[src/rtl/ffp_pkg.sv]
package ffp_pkg;

   localparam int unsigned NUM_JSTATES = 4;

   typedef enum logic [1:0] {
      JS_D0_Q0 = 2'd0,
      JS_D0_Q1 = 2'd1,
      JS_D1_Q0 = 2'd2,
      JS_D1_Q1 = 2'd3
   } jstate_e;

   function automatic jstate_e classify(input logic d, input logic q);
      return jstate_e'({d, q});
   endfunction

endpackage

[src/rtl/ffp_window_ctrl.sv]
module ffp_window_ctrl #(
   parameter int unsigned CNT_W = 12
) (
   input  logic             clk,
   input  logic             rst_n,
   input  logic             start_i,
   input  logic [CNT_W-1:0] len_i,
   output logic             busy_o,
   output logic             done_o,
   output logic             sample_o,
   output logic [CNT_W-1:0] win_cnt_o
);

   logic [CNT_W-1:0] len_q;
   logic             last_sample;

   assign last_sample = (win_cnt_o == (len_q - CNT_W'(1)));
   assign sample_o    = busy_o && !start_i;

   always_ff @(posedge clk or negedge rst_n) begin
      if (!rst_n) begin
         len_q     <= '0;
         win_cnt_o <= '0;
         busy_o    <= 1'b0;
         done_o    <= 1'b0;
      end else begin
         done_o <= 1'b0;
         if (start_i) begin
            len_q     <= len_i;
            win_cnt_o <= '0;
            busy_o    <= (len_i != '0);
            done_o    <= (len_i == '0);
         end else if (busy_o) begin
            win_cnt_o <= win_cnt_o + CNT_W'(1);
            if (last_sample) begin
               busy_o <= 1'b0;
               done_o <= 1'b1;
            end
         end
      end
   end

   // window counter never runs past the captured length
   p_win_bound_r4: assert property (@(posedge clk) disable iff (!rst_n)
      win_cnt_o <= len_q);

   // done is a single-cycle pulse
   p_done_pulse_r5: assert property (@(posedge clk) disable iff (!rst_n)
      (done_o && !start_i) |=> !done_o);

   // busy and done never overlap
   p_busy_done_excl_r5: assert property (@(posedge clk) disable iff (!rst_n)
      !(busy_o && done_o));

endmodule

[src/rtl/ffp_state_counters.sv]
module ffp_state_counters
   import ffp_pkg::*;
#(
   parameter int unsigned N_FF  = 4,
   parameter int unsigned CNT_W = 12
) (
   input  logic                             clk,
   input  logic                             rst_n,
   input  logic                             clear_i,
   input  logic                             sample_i,
   input  logic [N_FF-1:0]                  d_i,
   input  logic [N_FF-1:0]                  q_i,
   input  logic [CNT_W-1:0]                 win_cnt_i,
   output logic [N_FF*NUM_JSTATES*CNT_W-1:0] cnt_o
);

   localparam int unsigned SUMCHK_W = CNT_W + 2;

   for (genvar i = 0; i < N_FF; i++) begin : g_ff
      jstate_e          st;
      logic [CNT_W-1:0] cnt [NUM_JSTATES];
      logic [SUMCHK_W-1:0] cnt_total;

      assign st = classify(d_i[i], q_i[i]);

      for (genvar k = 0; k < NUM_JSTATES; k++) begin : g_state
         always_ff @(posedge clk or negedge rst_n) begin
            if (!rst_n) begin
               cnt[k] <= '0;
            end else if (clear_i) begin
               cnt[k] <= '0;
            end else if (sample_i && (st == jstate_e'(k))) begin
               cnt[k] <= cnt[k] + CNT_W'(1);
            end
         end
         assign cnt_o[(i*NUM_JSTATES+k)*CNT_W +: CNT_W] = cnt[k];
      end

      always_comb begin
         cnt_total = '0;
         for (int k = 0; k < NUM_JSTATES; k++) begin
            cnt_total = cnt_total + SUMCHK_W'(cnt[k]);
         end
      end

      // four counts of a flip-flop always add to the window count
      p_sum_matches_r3: assert property (@(posedge clk) disable iff (!rst_n)
         cnt_total == SUMCHK_W'(win_cnt_i));
   end

   // counts hold while neither sampling nor clearing
   p_hold_idle_r7: assert property (@(posedge clk) disable iff (!rst_n)
      (!sample_i && !clear_i) |=> $stable(cnt_o));

endmodule

[src/rtl/ffp_weight_accum.sv]
module ffp_weight_accum
   import ffp_pkg::*;
#(
   parameter int unsigned N_FF  = 4,
   parameter int unsigned WT_W  = 16,
   parameter int unsigned SUM_W = 31
) (
   input  logic                        clk,
   input  logic                        rst_n,
   input  logic                        clear_i,
   input  logic                        sample_i,
   input  logic [NUM_JSTATES*WT_W-1:0] wt_i,
   input  logic [N_FF-1:0]             d_i,
   input  logic [N_FF-1:0]             q_i,
   output logic [SUM_W-1:0]            wsum_o
);

   localparam int unsigned INC_W = WT_W + $clog2(N_FF + 1);

   logic [WT_W-1:0]  wt_q [NUM_JSTATES];
   logic [WT_W-1:0]  sel  [N_FF];
   logic [INC_W-1:0] inc;

   for (genvar k = 0; k < NUM_JSTATES; k++) begin : g_wt
      always_ff @(posedge clk or negedge rst_n) begin
         if (!rst_n)       wt_q[k] <= '0;
         else if (clear_i) wt_q[k] <= wt_i[k*WT_W +: WT_W];
      end
   end

   for (genvar i = 0; i < N_FF; i++) begin : g_sel
      assign sel[i] = wt_q[classify(d_i[i], q_i[i])];
   end

   always_comb begin
      inc = '0;
      for (int i = 0; i < N_FF; i++) begin
         inc = inc + INC_W'(sel[i]);
      end
   end

   always_ff @(posedge clk or negedge rst_n) begin
      if (!rst_n)        wsum_o <= '0;
      else if (clear_i)  wsum_o <= '0;
      else if (sample_i) wsum_o <= wsum_o + SUM_W'(inc);
   end

   // accumulator never wraps while counting
   p_no_wrap_r6: assert property (@(posedge clk) disable iff (!rst_n)
      sample_i |=> (wsum_o >= $past(wsum_o)));

endmodule

[src/rtl/ffstate_profiler.sv]
module ffstate_profiler
   import ffp_pkg::*;
#(
   parameter int unsigned N_FF  = 4,
   parameter int unsigned CNT_W = 12,
   parameter int unsigned WT_W  = 16,
   localparam int unsigned SUM_W = CNT_W + WT_W + $clog2(N_FF + 1)
) (
   input  logic                         clk,
   input  logic                         rst_n,
   input  logic                         start_i,
   input  logic [CNT_W-1:0]             win_len_i,
   input  logic [4*WT_W-1:0]            wt_i,
   input  logic [N_FF-1:0]              d_i,
   input  logic [N_FF-1:0]              q_i,
   output logic                         busy_o,
   output logic                         done_o,
   output logic [CNT_W-1:0]             win_cnt_o,
   output logic [N_FF*4*CNT_W-1:0]      cnt_o,
   output logic [SUM_W-1:0]             wsum_o
);

   if (N_FF < 1) begin : g_bad_nff
      $error("ffstate_profiler: N_FF must be at least 1");
   end
   if (CNT_W < 2) begin : g_bad_cntw
      $error("ffstate_profiler: CNT_W must be at least 2");
   end
   if (WT_W < 1) begin : g_bad_wtw
      $error("ffstate_profiler: WT_W must be at least 1");
   end

   logic sample;

   ffp_window_ctrl #(.CNT_W(CNT_W)) u_ctrl (
      .clk       (clk),
      .rst_n     (rst_n),
      .start_i   (start_i),
      .len_i     (win_len_i),
      .busy_o    (busy_o),
      .done_o    (done_o),
      .sample_o  (sample),
      .win_cnt_o (win_cnt_o)
   );

   ffp_state_counters #(.N_FF(N_FF), .CNT_W(CNT_W)) u_cnt (
      .clk       (clk),
      .rst_n     (rst_n),
      .clear_i   (start_i),
      .sample_i  (sample),
      .d_i       (d_i),
      .q_i       (q_i),
      .win_cnt_i (win_cnt_o),
      .cnt_o     (cnt_o)
   );

   ffp_weight_accum #(.N_FF(N_FF), .WT_W(WT_W), .SUM_W(SUM_W)) u_acc (
      .clk      (clk),
      .rst_n    (rst_n),
      .clear_i  (start_i),
      .sample_i (sample),
      .wt_i     (wt_i),
      .d_i      (d_i),
      .q_i      (q_i),
      .wsum_o   (wsum_o)
   );

   // a start always empties the window on the next cycle
   p_start_clears_r2: assert property (@(posedge clk) disable iff (!rst_n)
      start_i |=> (win_cnt_o == '0 && wsum_o == '0 && cnt_o == '0));

endmodule

[config.mk]
export PLATFORM = sky130hd
export DESIGN_NAME = ffstate_profiler
export DESIGN_NICKNAME = d
export VERILOG_FILES = /design/src/rtl/ffp_pkg.sv /design/src/rtl/ffp_window_ctrl.sv /design/src/rtl/ffp_state_counters.sv /design/src/rtl/ffp_weight_accum.sv /design/src/rtl/ffstate_profiler.sv
export SDC_FILE = /design/constraint.sdc
export NUM_CORES = 1
export LEC_CHECK = 0
export BUFFER_PORTS_ARGS = -buffer_cell sky130_fd_sc_hd__buf_2
export CAP_MARGIN = 15
export CORE_ASPECT_RATIO = 0.6
export CORE_MARGIN = 3
export CORE_UTILIZATION = 57
export DETAILED_ROUTE_END_ITERATION = 12
export PLACE_DENSITY = 0.81
export SLEW_MARGIN = 20
export SYNTH_ARGS = -nofsm -noshare
export SYNTH_HDL_FRONTEND = slang
export SYNTH_SLANG_ARGS = --single-unit
[constraint.sdc]
create_clock -name clk -period 8.24 [get_ports clk]
set_input_delay 1.648 -clock clk [delete_from_list [all_inputs] [get_ports clk]]
set_output_delay 1.648 -clock clk [all_outputs]
set_load 0.1 [all_outputs]
==> qor.csv <==
stage;metric;value;unit
status;outcome;completed;
global_routing;total global-route track usage;29.5;%
global_routing;initial antenna violation count;6;
sta;min cycle time layout;7.68;ns
cells_and_area;Non-Filler Instances;2656;
cells_and_area;commonest non-fill, non-tap cell in the layout;buf_2;
pwr;Clock Power Share;21.3;%
setup_path;WS Path Type;in -> reg;
global_routing;GRT Residual Overflow;0;
synthesis;Mapped Nets;2038;
sta;relative max-transition margin;28.6;%
pwr;leakage;10.7;nW
clock_tree;CTS buffer count;31;
setup_path;startpoint types;input pin;
routing;Vias;16113;
clock_tree;root buf cell;clkbuf_16;
sta;PnR worst setup slack;0.560;ns
pwr;Power per Cell Area;335;nW/um2
cells_and_area;most frequent cells in the layout;buf_2, dfrtp_1, nor2_1;
floorplan;die area;35500;um2
routing;DR pass1 iterations;6;
routing;drc violations;0;
clock_tree;clk sinks;313;
global_routing;first-pass GRT wire length;84500;um
placement;detailed placement HPWL;38400;um
floorplan;cell row count;51;
sta;setup violators final;0;
placement;Placed Instances;2595;
synthesis;Post-Syn Area;19000;um2
synthesis;Main synth FF type;dfrtp_1;
routing;Vias/cell;6.07;
setup_path;Crit path arrival time;8.18;ns
cells_and_area;post-layout util;68.3;%
floorplan;Die H;147;um
synthesis;EDFF count, synth;0;
clock_tree;TritonCTS clock tree;built;
synthesis;top post-synthesis cells by area;dfrtp_1, mux4_2, mux2_2;
placement;placed cell area;21100;um2
synthesis;top cell type's share of synthesized area;41.3;%
pwr;total chip power;7.46;mW
setup_path;Crit. End Element;flop;
synthesis;synth warn;0;
sta;Setup Skew;0.0188;ns
synthesis;#FFs+latches synth;313;
cells_and_area;nets;2354;
cells_and_area;layout cells sized above 1;26.3;%
pwr;Max VDD drop;0.000331;V
synthesis;area leader, netlist;dfrtp_1;
sta;maximum clock rate;130;MHz
synthesis;post-synth cell types;76;
routing;routed wire length;52900;um
pwr;P_sw;3.23;mW
floorplan;Starting Density;58.1;%
sta;setup_tns;0;ns
clock_tree;Max Buffers Root-to-Sink;3;
clock_tree;H-tree depth;1;
sta;Final Max Tran Viols;0;
clock_tree;CTS clk-pin slew, worst paths;0.07;ns
sta;RSZ-0062 raised after global routing;no;
pwr;P_int;4.23;mW
placement;Port-buffer cells;323;
sta;final worst path period share;93.2;%
floorplan;Core ar.;32600;um2
routing;drt initial violations;1570;
clock_tree;Hold-fix buffers, CTS;0;
synthesis;Mapped Avg Cell Area;10.2;um2
routing;WL/cell;19.9;um
pwr;Comb power frac;55.2;%
routing;Routed Antenna Nets;0;
setup_path;Req. time, crit path;8.74;ns
sta;Worst-Margin Slew;1.06;ns
global_routing;largest net degree at the start of global routing;131;
sta;Hold Fails Final Rpt;0;
synthesis;Synth Instances;1862;
floorplan;I/O pin total;324;
cells_and_area;P&R area growth vs syn;17.5;%
synthesis;Async SR Flop Fraction;100;%
cells_and_area;final instance area;22300;um2
floorplan;die width;241;um
run;Max-Cap Viols;0;
min_path;class of the worst hold path;reg -> reg;
pwr;Flop pwr share;23.5;%
global_routing;number of global-route vias before repair;15578;
clock_tree;worst skew pair latency;0.59;ns
setup_path;crit path max fanout;10;
pwr;Net Sw Frac;43.3;%
placement;RePlAce Congestion;0.926;
placement;Post-Place Setup Slack;-0.0331;ns
sta;Hold WS;0.481;ns
synthesis;post-synthesis sequential area ratio;41.3;%
## layer usage
layer	up-vias	wire, um	global-route usage, %
li1	7306	-	-
met4	6	2060	10.9
met3	126	4580	6.87
met2	704	23500	44.1
met1	7971	22700	42.4
met5	-	41	0
## logic make-up (layout without fill, tap and decap cells)
logic type	count (synthesis)	count (layout)	share of synthesized area, %
and+or+nand+nor	709	709	18.2
DFF	313	313	41.3
AOI/OAI and AO/OA	250	250	8.32
muxes	202	202	15.5
buffers and inverters	151	491	3.17
xor gates and xnor gates	148	148	6.84
adders and majority gates	89	89	6.63
other	0	4	0
## path summary, 6_finish.rpt
kind / from / cells after the start / slack (ns) / end
max in group asynchronous: rst_n / 2 / 5.61 / u_cnt.cnt_o[148]$_DFFE_PN0P_
max: q_i[1] / 26 / 0.56 / u_acc.wsum_o[25]$_DFFE_PN0P_
min in group asynchronous: rst_n / 1 / 1.15 / u_acc.wsum_o[14]$_DFFE_PN0P_
min: u_cnt.cnt_o[47]$_DFFE_PN0P_ / 1 / 0.48 / u_cnt.cnt_o[47]$_DFFE_PN0P_
min reg2reg: u_cnt.cnt_o[47]$_DFFE_PN0P_ / 1 / 0.48 / u_cnt.cnt_o[47]$_DFFE_PN0P_
max reg2reg: u_acc.wt_q[1]$_DFFE_PN0P_ / 25 / 1.48 / u_acc.wsum_o[25]$_DFFE_PN0P_
## registers in the layout (all words and copies together), names as in the netlist
signal / count
u_ctrl.done_o: 1
u_acc.wt_q: 64
u_cnt.cnt_o: 192
u_ctrl.busy_o: 1
u_ctrl.win_cnt_o: 12
u_ctrl.len_q: 12
u_acc.wsum_o: 31
## critical path, stage by stage
cell,delay [ns]
buf_2,0.21
buf_12,0.15
buf_4,0.24
mux4_2,0.54
ha_1,0.39
a21o_1,0.19
a21o_1,0.17
a22o_1,0.21
nor4_1,0.28
buf_4,0.19
o31ai_1,0.10
xnor2_1,0.17
fa_1,0.55
inv_1,0.05
ha_1,0.22
or4_1,0.52
o32ai_1,0.46
xnor2_1,0.13
ha_1,0.31
nand2_1,0.06
o21ai_0,0.35
or3_1,0.19
nor3_2,0.05
buf_4,0.17
or4_1,0.46
a21oi_1,0.14
## final cells by class
class / count / area, um2
Antenna cell: 4 / 10.0
Clock buffer: 43 / 881
Clock inverter: 14 / 256
Fill cell: 2453 / 10300
Inverter: 78 / 293
Multi-Input combinational cell: 1398 / 10500
Sequential cell: 313 / 7830
Tap cell: 450 / 563
Timing Repair Buffer: 356 / 1910
## power groups by stage
stage	combinational (mW)	clock (mW)	sequential, mW
2_1_floorplan	2.72	0	2.09
3_3_place_gp	3.88	0	1.77
3_5_place_dp	4.01	0	1.78
4_1_cts	4.04	1.61	1.75
5_1_grt	4.52	1.68	1.76
6_report	4.12	1.59	1.75
## Yosys cell counts (all sizes together) (3+ instances only)
cell type  instances
inv               77
fa                19
o21a               9
o41ai              6
o31ai              5
ha                70
o21ai             87
or2                4
and3              39
nor3b              7
a21oi             58
nand4             56
nand2            182
a21o              20
nand2b             4
a21boi             4
nor4b              3
nor3              27
buf               28
a211oi            10
xnor2             57
o311ai             7
nor2             201
o22ai              3
o21bai             3
mux2i             51
nor4               6
nor2b             26
or4                4
nand3b             6
xor2              91
a31oi              3
nand3             93
clkbuf            45
a31o               5
and3b              4
a311oi             3
o211ai             7
and4              14
nand4b             4
and2               7
mux4              64
dfrtp            313
or3               19
mux2              87
## what timing repair did
action	CTS	global route
endpoints found under the hold margin	0	0
endpoints found under the setup margin	0	4
resized for setup	0	1
setup buffers	0	0
(Power assumes the default switching activity.)
